===== src/rtl/binload_pkg.sv =====
`timescale 1ns/1ps
package binload_pkg;
  localparam int unsigned BYTE_W = 8;
  localparam int unsigned WORD_W = 2 * BYTE_W;

  localparam logic [BYTE_W-1:0] CH_CR = 8'h0D;
  localparam logic [BYTE_W-1:0] CH_LF = 8'h0A;

  typedef enum logic [3:0] {
    ST_HDR,
    ST_ADR_H,
    ST_ADR_L,
    ST_CNT_H,
    ST_CNT_L,
    ST_DAT_H,
    ST_DAT_L,
    ST_SUM_H,
    ST_SUM_L,
    ST_DONE
  } bl_state_e;
endpackage


===== src/rtl/binload_rst_sync.sv =====
`timescale 1ns/1ps
module binload_rst_sync #(
  parameter int unsigned STAGES = 2
) (
  input  logic clk,
  input  logic rst_n_in,
  output logic rst_n_out
);
  logic [STAGES-1:0] sync_q;

  always_ff @(posedge clk or negedge rst_n_in) begin
    if (!rst_n_in) sync_q <= '0;
    else           sync_q <= {sync_q[STAGES-2:0], 1'b1};
  end

  assign rst_n_out = sync_q[STAGES-1];
endmodule


===== src/rtl/binload_octal.sv =====
`timescale 1ns/1ps
module binload_octal
  import binload_pkg::*;
#(
  parameter int unsigned ACC_W = 16
) (
  input  logic              clk,
  input  logic              rst_n,
  input  logic              clr,
  input  logic              take,
  input  logic [BYTE_W-1:0] din,
  output logic [ACC_W-1:0]  param
);
  logic [ACC_W-1:0] acc_q, acc_d;
  logic [ACC_W-1:0] par_q, par_d;
  logic             is_digit;
  logic             upd_en;

  assign is_digit = (din[BYTE_W-1:3] == 5'b00110);
  assign upd_en   = clr | take;

  always_comb begin
    acc_d = acc_q;
    par_d = par_q;
    if (clr) begin
      acc_d = '0;
    end else if (take) begin
      if (is_digit) begin
        acc_d = {acc_q[ACC_W-4:0], din[2:0]};
      end else if (din == CH_CR) begin
        par_d = acc_q;
        acc_d = '0;
      end else if (din != CH_LF) begin
        acc_d = '0;
      end
    end
  end

  always_ff @(posedge clk or negedge rst_n) begin
    if (!rst_n) begin
      acc_q <= '0;
      par_q <= '0;
    end else if (upd_en) begin
      acc_q <= acc_d;
      par_q <= par_d;
    end
  end

  assign param = par_q;
endmodule


===== src/rtl/binload_csum.sv =====
`timescale 1ns/1ps
module binload_csum #(
  parameter int unsigned W = 16
) (
  input  logic         clk,
  input  logic         rst_n,
  input  logic         clr,
  input  logic         add,
  input  logic [W-1:0] word,
  output logic [W-1:0] sum
);
  logic [W-1:0] sum_q, sum_d;
  logic         upd_en;

  assign upd_en = clr | add;

  always_comb begin
    if (clr) sum_d = '0;
    else     sum_d = sum_q + word;
  end

  always_ff @(posedge clk or negedge rst_n) begin
    if (!rst_n)      sum_q <= '0;
    else if (upd_en) sum_q <= sum_d;
  end

  assign sum = sum_q;
endmodule


===== src/rtl/binload_ctl.sv =====
`timescale 1ns/1ps
module binload_ctl
  import binload_pkg::*;
#(
  parameter logic [BYTE_W-1:0] TERM_CHAR = 8'h21
) (
  input  logic              clk,
  input  logic              rst_n,
  input  logic              clr,
  input  logic              in_valid,
  input  logic [BYTE_W-1:0] in_byte,
  output logic              in_ready,
  output logic              hdr_take,
  output logic              sum_clr,
  output logic              sum_add,
  output logic [WORD_W-1:0] sum_word,
  input  logic [WORD_W-1:0] sum_val,
  output logic              mem_we,
  output logic [WORD_W-1:0] mem_addr,
  output logic [WORD_W-1:0] mem_wdata,
  output logic              done,
  output logic              pass,
  output logic              err
);
  bl_state_e         state_q, state_d;
  logic [BYTE_W-1:0] hi_q, hi_d;
  logic [WORD_W-1:0] base_q, base_d;
  logic [WORD_W-1:0] idx_q, idx_d;
  logic [WORD_W-1:0] cnt_q, cnt_d;
  logic              we_q, we_d;
  logic [WORD_W-1:0] waddr_q, waddr_d;
  logic [WORD_W-1:0] wdata_q, wdata_d;
  logic              pass_q, pass_d;
  logic              err_q, err_d;
  logic              acc;
  logic              is_term;
  logic [WORD_W-1:0] word;
  logic [WORD_W-1:0] idx_inc;

  assign in_ready = (state_q != ST_DONE);
  assign acc      = in_valid & in_ready;
  assign is_term  = (in_byte == TERM_CHAR);
  assign word     = {hi_q, in_byte};
  assign idx_inc  = idx_q + 1'b1;

  assign hdr_take = acc & (state_q == ST_HDR) & ~clr;
  assign sum_clr  = clr | (hdr_take & is_term);
  assign sum_add  = acc & (state_q == ST_DAT_L) & ~clr;
  assign sum_word = word;

  always_comb begin
    state_d = state_q;
    hi_d    = hi_q;
    base_d  = base_q;
    idx_d   = idx_q;
    cnt_d   = cnt_q;
    we_d    = 1'b0;
    waddr_d = waddr_q;
    wdata_d = wdata_q;
    pass_d  = pass_q;
    err_d   = err_q;
    if (clr) begin
      state_d = ST_HDR;
      err_d   = 1'b0;
    end else if (state_q == ST_DONE) begin
      state_d = ST_HDR;
    end else if (acc) begin
      unique case (state_q)
        ST_HDR: begin
          if (is_term) begin
            state_d = ST_ADR_H;
            err_d   = 1'b0;
          end
        end
        ST_ADR_H: begin
          hi_d    = in_byte;
          state_d = ST_ADR_L;
        end
        ST_ADR_L: begin
          base_d  = word;
          state_d = ST_CNT_H;
        end
        ST_CNT_H: begin
          hi_d    = in_byte;
          state_d = ST_CNT_L;
        end
        ST_CNT_L: begin
          cnt_d   = word;
          idx_d   = '0;
          state_d = (word == '0) ? ST_SUM_H : ST_DAT_H;
        end
        ST_DAT_H: begin
          hi_d    = in_byte;
          state_d = ST_DAT_L;
        end
        ST_DAT_L: begin
          we_d    = 1'b1;
          waddr_d = base_q + idx_q;
          wdata_d = word;
          idx_d   = idx_inc;
          state_d = (idx_inc == cnt_q) ? ST_SUM_H : ST_DAT_H;
        end
        ST_SUM_H: begin
          hi_d    = in_byte;
          state_d = ST_SUM_L;
        end
        ST_SUM_L: begin
          pass_d  = (word == sum_val);
          err_d   = err_q | (word != sum_val);
          state_d = ST_DONE;
        end
        default: state_d = ST_HDR;
      endcase
    end
  end

  always_ff @(posedge clk or negedge rst_n) begin
    if (!rst_n) begin
      state_q <= ST_HDR;
      hi_q    <= '0;
      base_q  <= '0;
      idx_q   <= '0;
      cnt_q   <= '0;
      we_q    <= 1'b0;
      waddr_q <= '0;
      wdata_q <= '0;
      pass_q  <= 1'b0;
      err_q   <= 1'b0;
    end else begin
      state_q <= state_d;
      hi_q    <= hi_d;
      base_q  <= base_d;
      idx_q   <= idx_d;
      cnt_q   <= cnt_d;
      we_q    <= we_d;
      waddr_q <= waddr_d;
      wdata_q <= wdata_d;
      pass_q  <= pass_d;
      err_q   <= err_d;
    end
  end

  assign mem_we    = we_q;
  assign mem_addr  = waddr_q;
  assign mem_wdata = wdata_q;
  assign done      = (state_q == ST_DONE);
  assign pass      = pass_q;
  assign err       = err_q;
endmodule


===== src/rtl/binload_parser.sv =====
`timescale 1ns/1ps
module binload_parser
  import binload_pkg::*;
#(
  parameter logic [7:0]  TERM_CHAR = 8'h21,
  parameter logic [7:0]  ERR_CHAR  = 8'h3F,
  parameter int unsigned ACC_W     = 16
) (
  input  logic             clk,
  input  logic             rst_n,
  input  logic             clr,
  input  logic             in_valid,
  input  logic [7:0]       in_byte,
  output logic             in_ready,
  output logic             mem_we,
  output logic [15:0]      mem_addr,
  output logic [15:0]      mem_wdata,
  output logic             done,
  output logic             pass,
  output logic             err,
  output logic             con_valid,
  output logic [7:0]       con_char,
  output logic [ACC_W-1:0] hdr_param
);
  logic              rst_n_s;
  logic              hdr_take;
  logic              sum_clr;
  logic              sum_add;
  logic [WORD_W-1:0] sum_word;
  logic [WORD_W-1:0] sum_val;

  binload_rst_sync #(.STAGES(2)) u_rst (
    .clk       (clk),
    .rst_n_in  (rst_n),
    .rst_n_out (rst_n_s)
  );

  binload_ctl #(.TERM_CHAR(TERM_CHAR)) u_ctl (
    .clk       (clk),
    .rst_n     (rst_n_s),
    .clr       (clr),
    .in_valid  (in_valid),
    .in_byte   (in_byte),
    .in_ready  (in_ready),
    .hdr_take  (hdr_take),
    .sum_clr   (sum_clr),
    .sum_add   (sum_add),
    .sum_word  (sum_word),
    .sum_val   (sum_val),
    .mem_we    (mem_we),
    .mem_addr  (mem_addr),
    .mem_wdata (mem_wdata),
    .done      (done),
    .pass      (pass),
    .err       (err)
  );

  binload_csum #(.W(WORD_W)) u_sum (
    .clk   (clk),
    .rst_n (rst_n_s),
    .clr   (sum_clr),
    .add   (sum_add),
    .word  (sum_word),
    .sum   (sum_val)
  );

  binload_octal #(.ACC_W(ACC_W)) u_oct (
    .clk   (clk),
    .rst_n (rst_n_s),
    .clr   (clr),
    .take  (hdr_take),
    .din   (in_byte),
    .param (hdr_param)
  );

  assign con_valid = done & ~pass;
  assign con_char  = ERR_CHAR;
endmodule


===== config.mk =====
export PLATFORM = sky130hd
export DESIGN_NAME = binload_parser
export DESIGN_NICKNAME = d
export VERILOG_FILES = /design/src/rtl/binload_pkg.sv /design/src/rtl/binload_rst_sync.sv /design/src/rtl/binload_octal.sv /design/src/rtl/binload_csum.sv /design/src/rtl/binload_ctl.sv /design/src/rtl/binload_parser.sv
export SDC_FILE = /design/constraint.sdc
export NUM_CORES = 1
export LEC_CHECK = 0
export ABC_AREA = 0
export BUFFER_PORTS_ARGS = -buffer_cell sky130_fd_sc_hd__buf_2
export CAP_MARGIN = 10
export CORE_MARGIN = 2
export CORE_UTILIZATION = 35
export DETAILED_ROUTE_END_ITERATION = 8
export PLACE_DENSITY = 0.63
export SLEW_MARGIN = 40
export SYNTH_ARGS = -nofsm -noshare
export SYNTH_HDL_FRONTEND = slang
export SYNTH_SLANG_ARGS = --single-unit
export TNS_END_PERCENT = 100

===== constraint.sdc =====
create_clock -name clk -period 7.1 [get_ports clk]
set_input_delay 0.355 -clock clk [delete_from_list [all_inputs] [get_ports clk]]
set_output_delay 0.355 -clock clk [all_outputs]
set_load 0.1 [all_outputs]

* After elaboration in Yosys (flattened, before gate mapping)
Cells that the tools add are included.
W data, S select, Z words.
** Word-level totals
- Bits in registers :: 145
- Logic and storage cells :: 94
- Output and inout port bits :: 62
- Bits of input ports :: 12
** Cells by class
- Add/subtract/negate cells :: 3
- Eq/ne operators :: 20
- Reductions and logical operators :: 19
- Muxes and demuxes :: 23
- Bitwise gates (word level) :: 15
** Operator list (count)
- $mux W16 :: 6
- $pmux W4 S9 :: 1
- $add A16 B16 Y16 :: 2
- $eq A16 B16 Y1 :: 2
- $pmux W16 S2 :: 1
- $reduce_and A4 Y1 :: 7
- $add A16 B1 Y16 const B :: 1
- $eq A4 B3 Y1 const B :: 4
- $logic_not A16 Y1 :: 1
- $mux W4 :: 4
- $ne A16 B16 Y1 :: 1
- $eq A4 B2 Y1 const B :: 2
- $eq A4 B4 Y1 const B :: 2
- $eq A8 B4 Y1 const B :: 1
- $eq A8 B6 Y1 const B :: 1
- $mux W1 :: 8
- $ne A8 B4 Y1 const B :: 1
- $and A1 B1 Y1 :: 7
- $reduce_bool A2 Y1 :: 3
- $reduce_bool A3 Y1 :: 2
- $eq A5 B3 Y1 const B :: 1
- $reduce_and A5 Y1 :: 1
- $eq A4 B1 Y1 const B :: 1
- $logic_not A4 Y1 :: 1
- 12 further kinds :: 19

* Longest topological paths before layout
- Depth in word-level cells :: 7
- Gate-level depth with buffers :: 10

* Modules after synthesis
Synthesis repeated with hierarchy kept, for this count alone.
** Second synthesis, totals
- Cell total of the unflattened synthesis :: 853
- Area, all modules :: 8553.2 µm²
** By module, submodules not included
- binload_ctl :: cells each 573, seq. area each 2377.3 µm², instances 1, area each 5492.8 µm²
- binload_csum :: cells each 154, seq. area each 400.4 µm², instances 1, area each 1463.9 µm²
- binload_octal :: cells each 112, seq. area each 800.8 µm², instances 1, area each 1461.4 µm²
- binload_parser :: cells each 11, seq. area each 0.0 µm², instances 1, area each 81.3 µm²
- binload_rst_sync :: cells each 3, seq. area each 50.0 µm², instances 1, area each 53.8 µm²

* Least setup slack after synthesis
No wires, ideal clock.
- Kind :: reg-to-reg
- Start point :: register u_ctl.state_q[1]
- End point :: register u_ctl.cnt_q[10]
- Arrival time :: 3.528 ns
- Buffers on the path :: 2
- Period minus slack after synthesis :: 3.652 ns
- Cell stages (with the launch flop) :: 9
- Setup slack :: 3.448 ns
- Cell sequence :: dfrtp_1 buf_4 nor2_1 nand3_1 inv_1 nor3b_1 nand4_2 buf_2 mux2_2
** On the way
- Cells in the longest elaborated chain, start to end :: 3
- Elaborated cells on any way between the ends :: 6
- Those cells by class :: eq/ne: 3; bitwise: 2; reduce/logical: 1
** RTL lines
- from (decl) :: line binload_ctl.sv:25 : bl_state_e state_q, state_d;
- from (signal assigned) :: line binload_ctl.sv:130 : state_q <= state_d;
- $ne A4 B4 Y1 :: line binload_ctl.sv:40 : assign in_ready = (state_q != ST_DONE);
- named net in_ready :: line binload_parser.sv:14 : output logic in_ready,
- $and A1 B1 Y1 :: line binload_ctl.sv:41 : assign acc = in_valid & in_ready;
- $reduce_and A4 Y1 (no source line)
- to (signal assigned) :: line binload_ctl.sv:134 : cnt_q <= cnt_d;
- to (decl) :: line binload_ctl.sv:29 : logic [WORD_W-1:0] cnt_q, cnt_d;
The timed path passes the listed nets, and every way through them passes these cells.
A chain may end at the register's enable or synchronous reset.

* Final worst setup path
- Start point :: register u_ctl.state_q[2]
- End point :: register u_ctl.idx_q[8]
** On the way
- Cells in the longest elaborated chain, start to end :: 3
- Elaborated cells on any way between the ends :: 9
- Those cells by class :: eq/ne: 4; mux: 1; bitwise: 2; reduce/logical: 2
** RTL lines
- $eq A4 B3 Y1, or another cell as far along :: line binload_ctl.sv:68 : unique case (state_q)
- $reduce_bool A2 Y1 (no source line), or another cell as far along
- $reduce_and A4 Y1 (no source line)
- to (signal assigned) :: line binload_ctl.sv:133 : idx_q <= idx_d;
- to (decl) :: line binload_ctl.sv:28 : logic [WORD_W-1:0] idx_q, idx_d;
Several ways; a longest one is shown, not always the timed one.

==> flow_metrics.py <==
metrics = {
    "hold_path": {
        "whs_path_depth": 3,
        "hp-class": "in2reg",
    },
    "finish": {
        "layout-area-overhead-vs-synth_pct": 15.7,
        "multi_input_area_um2": 3850,
        "stdcell_area_um2": 8920,
        "layout-drive-gt1-share": 0.212,
        "final-seq-area_um2": 3630,
        "antenna_cells_inserted": 0,
        "n_fill_cell": 2148,
        "nNetsFinal": 871,
    },
    "cts": {
        "clock_pin_slew_reported_for_the_worst_setup_and_hold_paths_after_clock_tree_synthesis_ns": 0.06,
        "cts_max_path_buffers": 2,
        "h-tree-depth": 4,
        "clock-root-buffer": "sky130_fd_sc_hd__clkbuf_16",
        "cts_resized": 0,
        "numClockSinks": 145,
        "tritoncts": "built",
        "cts-buffers-inserted": 17,
        "insertion_delay_ns": 0.43,
    },
    "critical_path": {
        "path_delay_family": "simple AND/OR/NAND/NOR gates",
        "crit_cells": 7,
        "critical_path.n_buffers_inverters": 1,
        "timing.critical_path.cells": "nor2_1, nand3_1, inv_1, nor3b_1, nand3_1, o21ai_0, o31ai_1",
        "critPathKind": "reg2reg",
        "critPathRequiredTime_ns": 7.39,
        "critical_path.slowest_cell": "sky130_fd_sc_hd__nand3_1",
        "critPathMaxFanout": 16,
        "timing.reg2reg.setup_slack_ns": 4.28,
        "setup.worst_path.start_class": "flop",
        "worst_r2r_path_depth": 7,
        "cp_data_arrival_time_ns": 3.11,
        "slowest_delay_ns": 0.68,
        "path_common_cell": "sky130_fd_sc_hd__nand3_1",
        "timing.critical_path.to_type": "flop",
    },
    "floorplanning": {
        "start_util": 0.355,
        "die_h_um": 152,
        "core_um2": 21800,
        "design.portCount": 74,
        "floorplan.die.width_um": 152,
        "die-area_um2": 23200,
        "rows": 54,
    },
    "sta": {
        "rsz0062_at_grt": "false",
        "report.final.slew_viol_count": 0,
        "hold_violations": 0,
        "tightest_pin_transition_ns": 0.727,
        "summed_negative_setup_slack_over_all_endpoints_ns": 0,
        "fmax_mhz": 354,
        "finClkSkew_ns": 0.0138,
        "final_period_minus_worst_setup_slack_ns": 2.82,
        "slew_headroom": 0.514,
        "finalCritPeriodShare": 0.398,
        "setup_violations": 0,
    },
    "global_routing": {
        "grt_start_max_net_pins": 86,
        "globalRouteTotalUtil": 0.162,
        "number_of_antenna_violations_at_the_first_check_in_global_routing": 0,
        "first_global_vias": 5769,
        "grt_first_pass_wirelength_um": 30600,
        "grt_overflow": 0,
    },
    "placed_design": {
        "routabilityCongestion": 0.819,
        "placed_cell_area_um2": 8290,
        "portBuffers": 65,
        "hpwlAfterDp_um": 12700,
    },
    "drt": {
        "total_iterations_of_the_first_detailed_routing_run": 8,
        "drt-initial-drc-count": 399,
        "avgViaCountPerCell": 5.25,
        "routedWlPerCell_um": 16.4,
        "route.detailed.drc": 0,
        "dr_total_vias": 5870,
        "routed_wl_um": 18300,
        "drt.antenna.violating_nets": 0,
    },
    "synth": {
        "yosys.area.top_type": "sky130_fd_sc_hd__dfrtp_1",
        "synth_area_leaders": "sky130_fd_sc_hd__dfrtp_1 (47%), sky130_fd_sc_hd__mux2_2 (8.5%), sky130_fd_sc_hd__nand2_1 (6.6%)",
        "synth_commonest_cells": "sky130_fd_sc_hd__dfrtp_1 (145), sky130_fd_sc_hd__nand2_1 (136), sky130_fd_sc_hd__o21ai_0 (76)",
        "yosys_warnings": 0,
        "postSynthCellCount": 775,
        "synth.ff_latch_count": 145,
        "synth_area_per_cell_um2": 9.95,
        "synth_enable_flop_cells": 0,
        "synthFlopType": "sky130_fd_sc_hd__dfrtp_1",
        "yosysTopAreaCellShare": 0.470,
        "synth_cell_type_count": 66,
        "yosysSeqAreaShare": 0.470,
        "share_of_async_settable_or_async_resettable_flops_after_synthesis": 1.00,
        "synthMostInstantiatedCell": "sky130_fd_sc_hd__dfrtp_1",
        "synth.cell_area_um2": 7710,
    },
    "power": {
        "p_leak_nw": 4.22,
        "vdd_drop_max_uv": 173,
        "powerDensity_nw_per_um2": 335,
    },
    "job": {
        "timing.max_cap.violations": 0,
    },
    "run_status": {
        "status": "finished clean",
    },
}
==> cell usage in the layout, fill, tap and decap left out, types with 3 or more instances in the layout <==
cell,netlist,layout
sky130_fd_sc_hd__o21a_1,4,4
sky130_fd_sc_hd__o31ai_1,14,14
sky130_fd_sc_hd__or3_1,5,5
sky130_fd_sc_hd__xnor2_1,28,28
sky130_fd_sc_hd__nor3b_1,3,3
sky130_fd_sc_hd__clkbuf_16,0,17
sky130_fd_sc_hd__inv_6,0,5
sky130_fd_sc_hd__clkinvlp_4,0,3
sky130_fd_sc_hd__and3_1,3,3
sky130_fd_sc_hd__inv_1,13,13
sky130_fd_sc_hd__nand4_1,8,8
sky130_fd_sc_hd__nor3_1,12,12
sky130_fd_sc_hd__a21oi_1,23,22
sky130_fd_sc_hd__dfrtp_1,145,144
sky130_fd_sc_hd__a22o_1,3,3
sky130_fd_sc_hd__or4_1,5,5
sky130_fd_sc_hd__mux2_2,58,58
sky130_fd_sc_hd__conb_1,2,9
sky130_fd_sc_hd__nand2_1,136,136
sky130_fd_sc_hd__a21o_1,7,7
sky130_fd_sc_hd__a211oi_1,10,10
sky130_fd_sc_hd__nor2_1,27,27
sky130_fd_sc_hd__nand2b_1,4,4
sky130_fd_sc_hd__o21bai_1,4,4
sky130_fd_sc_hd__nor4_1,6,6
sky130_fd_sc_hd__and2_1,4,4
sky130_fd_sc_hd__a31oi_1,7,7
sky130_fd_sc_hd__o21ai_0,76,76
sky130_fd_sc_hd__ha_1,31,31
sky130_fd_sc_hd__o22ai_1,7,7
sky130_fd_sc_hd__nand3_1,20,20
sky130_fd_sc_hd__bufinv_16,0,3
sky130_fd_sc_hd__xor2_1,19,19
sky130_fd_sc_hd__nor2b_1,3,3
sky130_fd_sc_hd__buf_2,9,65
==> worst paths after layout <==
path / from / end
worst max-delay path: u_ctl.state_q[2] / u_ctl.idx_q[8]
worst min-delay path: in_byte[7] / u_ctl.mem_wdata[7]
worst max register to register: u_ctl.state_q[2] / u_ctl.idx_q[8]
worst min register to register: u_rst.sync_q[1] / u_ctl.mem_wdata[15]
max in group asynchronous: u_rst.sync_q[1] / u_ctl.mem_addr[5]
min in group asynchronous: rst_n / u_rst.sync_q[1]
==> per-stage QoR <==
step | power, mW | hold WS (ns) | instances | setup slack [ns] | utilization
3_3_place_gp | 2.04 | 0.140 | 1082 | 4.26 | 0.378
4_1_cts | 3.02 | 0.228 | 1119 | 4.29 | 0.410
5_1_grt | 3.15 | 0.251 | 1119 | 4.02 | 0.410
3_5_place_dp | 2.06 | 0.144 | 1086 | 4.23 | 0.381
2_1_floorplan | 1.86 | 0.0594 | 782 | 2.76 | -
6_report | 2.99 | 0.244 | 1119 | 4.28 | 0.410
==> power by group <==
| group | switching (mW) | internal [mW] |
|---|---|---|
| registers | 0.182 | 0.978 |
| clock network | 0.379 | 0.569 |
| logic | 0.580 | 0.304 |
| total | 1.14 | 1.85 |
==> layer usage <==
layer  vias up  part of all wire  global-route usage
met5         -                 0                   0
met4         0             0.017              0.0498
met3        23             0.042              0.0336
met2       149              0.48               0.266
met1      2853              0.46               0.217
li1       2845                 -                   -
==> registers in the layout, summed over array words and instances, names as in the netlist <==
name / count
u_ctl.base_q: 16
u_ctl.cnt_q: 16
u_ctl.idx_q: 16
u_ctl.mem_addr: 16
u_ctl.mem_wdata: 16
u_oct.acc_q: 16
u_oct.param: 16
u_sum.sum: 16
u_ctl.hi_q: 8
u_ctl.state_q: 4
u_rst.sync_q: 2
u_ctl.err: 1
u_ctl.mem_we: 1
u_ctl.pass: 1
==> timing repair <==
item                      4_1_cts  5_1_grt
hold buffers                    1        0
buffers inserted                0        0
hold endpoints to repair        2        0
==> cell type report <==
| cell class | count | area share |
|---|---|---|
| Multi-Input combinational cell | 576 | 0.432 |
| Sequential cell | 145 | 0.407 |
| Clock buffer | 19 | 0.0496 |
| Timing Repair Buffer | 72 | 0.0471 |
| Tap cell | 280 | 0.0393 |
| Clock inverter | 13 | 0.0195 |
| Inverter | 14 | 0.00589 |
==> worst register-to-register path: stages, from the launching register on <==
cell                      delay [ns]
sky130_fd_sc_hd__dfrtp_1        0.59
sky130_fd_sc_hd__nor2_1         0.15
sky130_fd_sc_hd__nand3_1        0.15
sky130_fd_sc_hd__inv_1          0.08
sky130_fd_sc_hd__nor3b_1        0.56
sky130_fd_sc_hd__nand3_1        0.68
sky130_fd_sc_hd__o21ai_0        0.38
sky130_fd_sc_hd__o31ai_1        0.10
==> logic make-up after synthesis <==
kind of cell    Yosys count  share of synthesized area
compound gates          173                      0.136
xor+xnor                 47                     0.0534
simple gates            256                      0.163
fa+ha+maj                33                     0.0555
other cells               2                   0.000974
flops                   145                      0.470
mux                      58                     0.0847
buf+inv                  61                     0.0360
Power figures use the tool's default switching activity.
